===== config.mk =====
export PLATFORM = sky130hd
export DESIGN_NAME = fdx_scan_chain
export DESIGN_NICKNAME = d
export VERILOG_FILES = /design/src/rtl/fdx_pkg.sv /design/src/rtl/fdx_window.sv /design/src/rtl/fdx_pending.sv /design/src/rtl/fdx_shifter.sv /design/src/rtl/fdx_scan_chain.sv
export SDC_FILE = /design/constraint.sdc
export NUM_CORES = 1
export LEC_CHECK = 0
export ABC_CLOCK_PERIOD_IN_PS = 2000
export BUFFER_PORTS_ARGS = -buffer_cell sky130_fd_sc_hd__buf_2
export CORE_UTILIZATION = 45
export DETAILED_ROUTE_END_ITERATION = 8
export GPL_TIMING_DRIVEN = 0
export PLACE_DENSITY = 0.66
export RECOVER_POWER = 100
export SLEW_MARGIN = 30
export SYNTH_ARGS = -nofsm -noshare
export SYNTH_HDL_FRONTEND = slang
export SYNTH_HIERARCHICAL = 1
export SYNTH_SLANG_ARGS = --single-unit

===== constraint.sdc =====
create_clock -name clk -period 2 [get_ports clk]
set_input_delay 0.2 -clock clk [delete_from_list [all_inputs] [get_ports clk]]
set_output_delay 0.2 -clock clk [all_outputs]
set_load 0.01 [all_outputs]

===== src/rtl/fdx_pkg.sv =====
package fdx_pkg;
   typedef enum logic {
      FDX_LOAD  = 1'b0,
      FDX_STORE = 1'b1
   } fdx_dir_e;
endpackage


===== src/rtl/fdx_window.sv =====
module fdx_window #(
   parameter int                ADDR_W    = 32,
   parameter logic [ADDR_W-1:0] WIN_BASE  = 32'hFF20_0000,
   parameter int                WIN_BYTES = 16
) (
   input  logic [ADDR_W-1:0] addr,
   output logic              hit
);
   localparam bit IS_POW2 = (WIN_BYTES & (WIN_BYTES - 1)) == 0;

   if (WIN_BYTES < 1) begin : g_bad_size
      $error("fdx_window: WIN_BYTES must be at least 1");
   end

   if (IS_POW2 && ((WIN_BASE & ADDR_W'(WIN_BYTES - 1)) == '0)) begin : g_mask
      localparam logic [ADDR_W-1:0] MASK = ~ADDR_W'(WIN_BYTES - 1);
      assign hit = (addr & MASK) == WIN_BASE;
   end else begin : g_range
      localparam logic [ADDR_W:0] LIMIT = {1'b0, WIN_BASE} + (ADDR_W+1)'(WIN_BYTES);
      assign hit = (addr >= WIN_BASE) && ({1'b0, addr} < LIMIT);
   end
endmodule


===== src/rtl/fdx_pending.sv =====
module fdx_pending
   import fdx_pkg::*;
#(
   parameter int ADDR_W = 32,
   parameter int DATA_W = 32
) (
   input  logic              clk,
   input  logic              rst_n,
   input  logic              req_valid,
   input  logic [ADDR_W-1:0] req_addr,
   input  fdx_dir_e          req_dir,
   input  logic [DATA_W-1:0] req_wdata,
   input  logic              complete,
   output logic              pend,
   output logic [ADDR_W-1:0] pend_addr,
   output fdx_dir_e          pend_dir,
   output logic [DATA_W-1:0] pend_wdata
);
   logic take;
   assign take = req_valid && !pend;

   always_ff @(posedge clk or negedge rst_n) begin
      if (!rst_n) begin
         pend       <= 1'b0;
         pend_addr  <= '0;
         pend_dir   <= FDX_LOAD;
         pend_wdata <= '0;
      end else begin
         if (complete) begin
            pend <= 1'b0;
         end else if (take) begin
            pend       <= 1'b1;
            pend_addr  <= req_addr;
            pend_dir   <= req_dir;
            pend_wdata <= req_wdata;
         end
      end
   end

   assert_hold_pending_R6: assert property (@(posedge clk) disable iff (!rst_n)
      (pend && !complete) |=> pend);

   assert_keep_held_R9: assert property (@(posedge clk) disable iff (!rst_n)
      (pend && req_valid) |=> ($stable(pend_addr) && $stable(pend_dir)));
endmodule


===== src/rtl/fdx_shifter.sv =====
module fdx_shifter #(
   parameter int LEN = 33
) (
   input  logic           clk,
   input  logic           rst_n,
   input  logic           capture,
   input  logic           shift,
   input  logic           ser_in,
   input  logic [LEN-1:0] par_in,
   output logic [LEN-1:0] par_q,
   output logic           ser_out
);
   if (LEN < 2) begin : g_bad_len
      $error("fdx_shifter: LEN must be at least 2");
   end

   always_ff @(posedge clk or negedge rst_n) begin
      if (!rst_n) begin
         par_q <= '0;
      end else if (capture) begin
         par_q <= par_in;
      end else if (shift) begin
         par_q <= {ser_in, par_q[LEN-1:1]};
      end
   end

   assign ser_out = par_q[0];

   assert_first_out_R1: assert property (@(posedge clk) disable iff (!rst_n)
      capture |=> (ser_out == $past(par_in[0])));
endmodule


===== src/rtl/fdx_scan_chain.sv =====
module fdx_scan_chain
   import fdx_pkg::*;
#(
   parameter int                ADDR_W    = 32,
   parameter int                DATA_W    = 32,
   parameter logic [ADDR_W-1:0] WIN_BASE  = 32'hFF20_0000,
   parameter int                WIN_BYTES = 16
) (
   input  logic              clk,
   input  logic              rst_n,
   input  logic              dr_sel,
   input  logic              dr_capture,
   input  logic              dr_shift,
   input  logic              dr_update,
   input  logic              tdi,
   output logic              tdo,
   input  logic              acc_valid,
   input  logic [ADDR_W-1:0] acc_addr,
   input  logic              acc_store,
   input  logic [DATA_W-1:0] acc_wdata,
   output logic              acc_pending,
   output logic              acc_done,
   output logic [DATA_W-1:0] acc_rdata
);
   localparam int CHAIN_W = DATA_W + 1;

   if (DATA_W < 1) begin : g_bad_data
      $error("fdx_scan_chain: DATA_W must be at least 1");
   end

   logic              pend;
   logic [ADDR_W-1:0] pend_addr;
   fdx_dir_e          pend_dir;
   logic [DATA_W-1:0] pend_wdata;
   logic              win_hit;
   logic              ok_now;
   logic              cap_ok_q;
   logic              do_cap, do_shift, do_upd, complete;
   logic [CHAIN_W-1:0] cap_word;
   logic [CHAIN_W-1:0] chain_q;

   assign do_cap   = dr_sel && dr_capture;
   assign do_shift = dr_sel && dr_shift && !dr_capture;
   assign do_upd   = dr_sel && dr_update && !dr_capture && !dr_shift;
   assign ok_now   = pend && win_hit;
   assign complete = do_upd && !chain_q[0] && cap_ok_q;

   fdx_window #(
      .ADDR_W(ADDR_W), .WIN_BASE(WIN_BASE), .WIN_BYTES(WIN_BYTES)
   ) i_window (
      .addr(pend_addr),
      .hit (win_hit)
   );

   fdx_pending #(
      .ADDR_W(ADDR_W), .DATA_W(DATA_W)
   ) i_pending (
      .clk       (clk),
      .rst_n     (rst_n),
      .req_valid (acc_valid),
      .req_addr  (acc_addr),
      .req_dir   (fdx_dir_e'(acc_store)),
      .req_wdata (acc_wdata),
      .complete  (complete),
      .pend      (pend),
      .pend_addr (pend_addr),
      .pend_dir  (pend_dir),
      .pend_wdata(pend_wdata)
   );

   assign cap_word = {(pend_dir == FDX_STORE) ? pend_wdata : '0, ok_now};

   fdx_shifter #(
      .LEN(CHAIN_W)
   ) i_shifter (
      .clk    (clk),
      .rst_n  (rst_n),
      .capture(do_cap),
      .shift  (do_shift),
      .ser_in (tdi),
      .par_in (cap_word),
      .par_q  (chain_q),
      .ser_out(tdo)
   );

   always_ff @(posedge clk or negedge rst_n) begin
      if (!rst_n) begin
         cap_ok_q  <= 1'b0;
         acc_done  <= 1'b0;
         acc_rdata <= '0;
      end else begin
         acc_done <= complete;
         if (do_cap) begin
            cap_ok_q <= ok_now;
         end else if (complete) begin
            cap_ok_q <= 1'b0;
         end
         if (complete && pend_dir == FDX_LOAD) begin
            acc_rdata <= chain_q[CHAIN_W-1:1];
         end
      end
   end

   assign acc_pending = pend;

   assert_done_clears_R4: assert property (@(posedge clk) disable iff (!rst_n)
      acc_done |-> !acc_pending);

   assert_done_legal_R7: assert property (@(posedge clk) disable iff (!rst_n)
      acc_done |-> $past(pend && win_hit));

   assert_probe_only_R6: assert property (@(posedge clk) disable iff (!rst_n)
      (do_upd && chain_q[0]) |=> !acc_done);
endmodule


---- After elaboration in Yosys (flattened, before gate mapping) ----
Cells that the tools add are included.
word-level totals
  register bits ........................... 133
  bits of input ports ..................... 73
  output and inout port bits .............. 35
  logic and storage cells ................. 37
cells by class
  equal/unequal tests ..................... 1
  mux-type cells .......................... 7
  bitwise gates (word level) .............. 2
  reductions and logical operators ........ 19
operators by type and width
  cell                  number
  $mux 33               2
  $mux 32               1
  $eq 28x28->1 const B  1
  $logic_and 1x1->1     11
  $reduce_bool 2->1     3
  $logic_not 1->1       4
  $mux 1                4
  $not 1->1             2
  $reduce_and 2->1      1

---- Logic depth before layout (Yosys ltp) ----
  depth in word-level cells ............... 7
  gate-level depth with buffers ........... 7
  depth with buffers taken out ............ 6

---- Hierarchy ----
Netlist, hierarchy kept.
modules (own cells, without submodules)
  module          instances  cells an instance  area an instance (um^2)  seq. area each (um^2)
  fdx_pending     1          141                2,494.9                  1,651.6
  fdx_scan_chain  1          115                1,676.6                  850.8
  fdx_shifter     1          144                1,559.0                  825.8
  fdx_window      1          9                  100.1                    0.0

---- Least setup slack after synthesis ----
Ideal clock, no wire load.
  kind .................................... register to register
  start point ............................. register i_shifter.par_q[0]
  end point ............................... register acc_rdata[0]
  library setup time ...................... 0.125 ns
  arrival ................................. 1.610 ns
  data required time ...................... 1.875 ns
  path slack .............................. 0.265 ns
  stages on the path, launching flop included .. 7
  path buffers ............................ 3
  clock period less this slack ............ 1.735 ns
  cell sequence ........................... dfrtp_1 buf_4 nand4bb_1 or3_1 buf_6 buf_12 mux2_4
between the ends
  longest elaborated chain between the ends .. 4
RTL lines
  item                            RTL line              source
  start: declaration              fdx_shifter.sv:10     output logic [LEN-1:0] par_q,
  start signal: assignment        fdx_shifter.sv:21     par_q <= par_in;
  start signal: assignment        fdx_shifter.sv:23     par_q <= {ser_in, par_q[LEN-1:1]};
  $logic_not 1->1                 fdx_scan_chain.sv:46  assign complete = do_upd && !chain_q[0] && cap_ok_q;
  $logic_and 1x1->1 (2 in a row)  fdx_scan_chain.sv:46
  $logic_and 1x1->1               fdx_scan_chain.sv:98  if (complete && pend_dir == FDX_LOAD) begin
  end signal: assignment          fdx_scan_chain.sv:99  acc_rdata <= chain_q[CHAIN_W-1:1];
  end: declaration                fdx_scan_chain.sv:23  output logic [DATA_W-1:0] acc_rdata
No other way between the ends.
A chain may end at the register's enable or synchronous reset.

---- Worst setup path in the final report ----
  start point ............................. register i_shifter.par_q[0]
  end point ............................... register acc_rdata[5]
The elaborated chain is that of the path after synthesis.

==> key figures <==
Die
  – DIE WIDTH: 114.4 µm
  – Io pins: between 100 and 150
  – Die height: around 110 µm
  – Starting Density: 0.4675
  – Row Count: 40
  – CORE AREA: around 12000 µm²
  – Die Area: 13090 µm²

Power
  – PD cells: 895.8 nW/µm²
  – Worst VDD drop: 0.5729 mV
  – Clock power share: 0.457
  – Psw: ~1.5 mW
  – Sequential power share: 0.461
  – Comb pwr share: 0.083
  – Static leakage: 3.366 nW
  – Int Pwr: 5.018 mW
  – Total power: 6.468 mW
  – Sw Share: 0.2242

Outcome
  – Status: finished clean

Setup path
  – Required time of the critical path: about 2.3 ns
  – Crit path max fanout: 10
  – CP arrival: 2.19 ns
  – Startpoint types: register
  – CP Capture Type: register
  – Crit path kind: reg -> reg
  – R2R cell count: 6
  – Flop-to-flop setup slack: 0.11 ns

Timing
  – Clock skew: 0.01030 ns
  – Max-slew headroom: 0.1350
  – Hold Fails Final Rpt: 0
  – Fin Hold WS: 0.009110 ns
  – Setup TNS: 0 ns
  – Slew @ Worst Pin: between 1 and 1.5 ns
  – Post-route minimum period: around 1.9 ns
  – Unrepaired setup endpoints after global routing: false
  – Final worst-path cycle share: 0.9446
  – Final setup violation count: 0
  – Fmax: 0.5293 GHz
  – Slew Limit Fails: 0

Detailed routing
  – Antenna Nets Post-Route: 0
  – Avg WL per Cell: 14.58 µm
  – DRT Wirelength: 10850 µm
  – Remaining DRCs: 0
  – Vias: 3550
  – DR pass1 iterations: 5
  – Starting DRC count in detailed routing: around 130
  – Via density: 4.772

Placed design
  – Port bufs: 103
  – Dpl cells: about 670
  – Hpwl dp: 7581 µm
  – Global placer's final weighted congestion: 0.7611

Clocking
  – H-tree depth: 4
  – Post-CTS setup buffer count: 0
  – Root Buffer Master: clkbuf_16
  – # hold bufs at CTS: 39
  – Resized cells post-CTS: 0
  – Worst-skew pair later-pin latency: 0.42 ns
  – CTS sink cnt: 129
  – Reg clk slew, reported paths: around 0.050 ns
  – Cts bufs inserted: 17
  – Clk buf depth: 2
  – CTS tree: yes

Yosys
  – Synth Instances: ~400
  – Synth warn: 6
  – Avg Inst Size Synth: roughly 14 µm²
  – Cell Area, Synth: 5685 µm²
  – Synth Net Count: between 400 and 500

Cells and area
  – Fill cell count: 1026
  – Share of cells above drive strength 1: 0.2760
  – NumNets Final: 636
  – Inserted Diodes: 0
  – Footprint of the multi-input gates: roughly 2100 µm²
  – Area delta synth->final: 27.00%
  – Register area: 3228 µm²
  – Final cell count without fillers: 744

GRT
  – First-pass GRT wire length: around 18000 µm
  – Largest net degree at the start of global routing: 79
  – Remaining Overflow, GRT: 0
  – Total track usage: 0.1876
  – Initial antenna violation count: 0
  – Vias in the first global route: ~3800

Hold path
  – Hold path depth: 2
  – HP Class: in -> reg

Job
  – Max-cap violations: 0
## worst max-delay path, cell delays in order (launching register included)
cell       delay [ns]
dfrtp_1          0.38
buf_4            0.13
nand4bb_1        0.19
or3_1            0.31
clkbuf_2         0.17
clkbuf_4         0.25
mux2_4           0.33
## cell type report
class | instances | share of cell area
flip-flops and latches | 129 | 0.4471
multi-input cells | 245 | 0.2913
repair buffers | 143 | 0.1222
clock buffers | 20 | 0.06325
plain buffers | 26 | 0.03067
well taps | 168 | 0.02911
clock inverters | 12 | 0.01594
inverters | 1 | 0.0005198
## power by group through the flow
| stage | Combinational, mW | Clock (mW) | Sequential, mW |
|---|---|---|---|
| finish | 0.534 | 2.95 | 2.98 |
| global route | 0.606 | 3.14 | 3.01 |
| CTS | 0.559 | 3.02 | 2.99 |
| detailed placement | 0.498 | 0 | 3.03 |
| global placement | 0.470 | 0 | 3.02 |
| floorplan | 0.311 | 0 | 2.98 |
## metrics by stage
stage	setup WS (ns)	utilization	cell area [µm²]
2_1_floorplan	0.2648	-	5685
3_3_place_gp	-0.9075	0.5272	6411
3_5_place_dp	0.1341	0.5302	6449
4_1_cts	0.1138	0.6094	7411
5_1_grt	0.01075	0.5937	7221
6_report	0.1108	0.5937	7221
## path summary, 6_finish.rpt
check                                         start                       end
min reg2reg                i_pending/pend_wdata[12]  i_pending/pend_wdata[12]
min in group asynchronous                     rst_n  i_pending/pend_wdata[11]
max                              i_shifter/par_q[0]              acc_rdata[5]
max reg2reg                      i_shifter/par_q[0]              acc_rdata[5]
max in group asynchronous                     rst_n       i_shifter/par_q[30]
min                                   acc_wdata[21]  i_pending/pend_wdata[21]
## sequential cells by signal, indices dropped and copies added (netlist names)
signal,cells
i_shifter/par_q,33
acc_rdata,32
i_pending/pend_wdata,32
i_pending/pend_addr,28
acc_done,1
cap_ok_q,1
i_pending/pend,1
i_pending/pend_dir,1
## cell usage in the layout, fill, tap and decap left out
cell type / instances
bufinv_16: 2
mux2i_1: 33
buf_12: 4
inv_1: 1
o2bb2ai_1: 1
clkinvlp_4: 2
o21ai_1: 23
clkbuf_2: 3
nand2b_4: 1
mux2_4: 15
buf_6: 6
mux2_2: 17
clkinv_2: 8
clkbuf_1: 41
clkbuf_8: 2
nand2b_1: 1
nor4b_2: 1
dlygate4sd3_1: 39
nor3b_2: 1
dfrtp_1: 129
buf_4: 5
o21ai_0: 10
clkbuf_4: 1
nand4b_1: 2
nand4bb_1: 1
and2_0: 25
or4bb_1: 1
mux2_1: 61
nand2_1: 33
buf_2: 71
nor2_1: 4
nor4_1: 1
and2_1: 9
nor4_2: 3
nand4_1: 1
or3_1: 1
clkbuf_16: 17
## layer usage
metal / share of wire / track usage / wire length [µm] / vias up
li1: - / - / - / 1715
met1: 0.45 / 0.2306 / 4877 / 1743
met2: 0.49 / 0.3022 / 5271 / 78
met3: 0.046 / 0.06035 / 495 / 14
met4: 0.018 / 0.08485 / 200 / 0
met5: 0 / 0 / 0 / -
(Power assumes the default switching activity.)
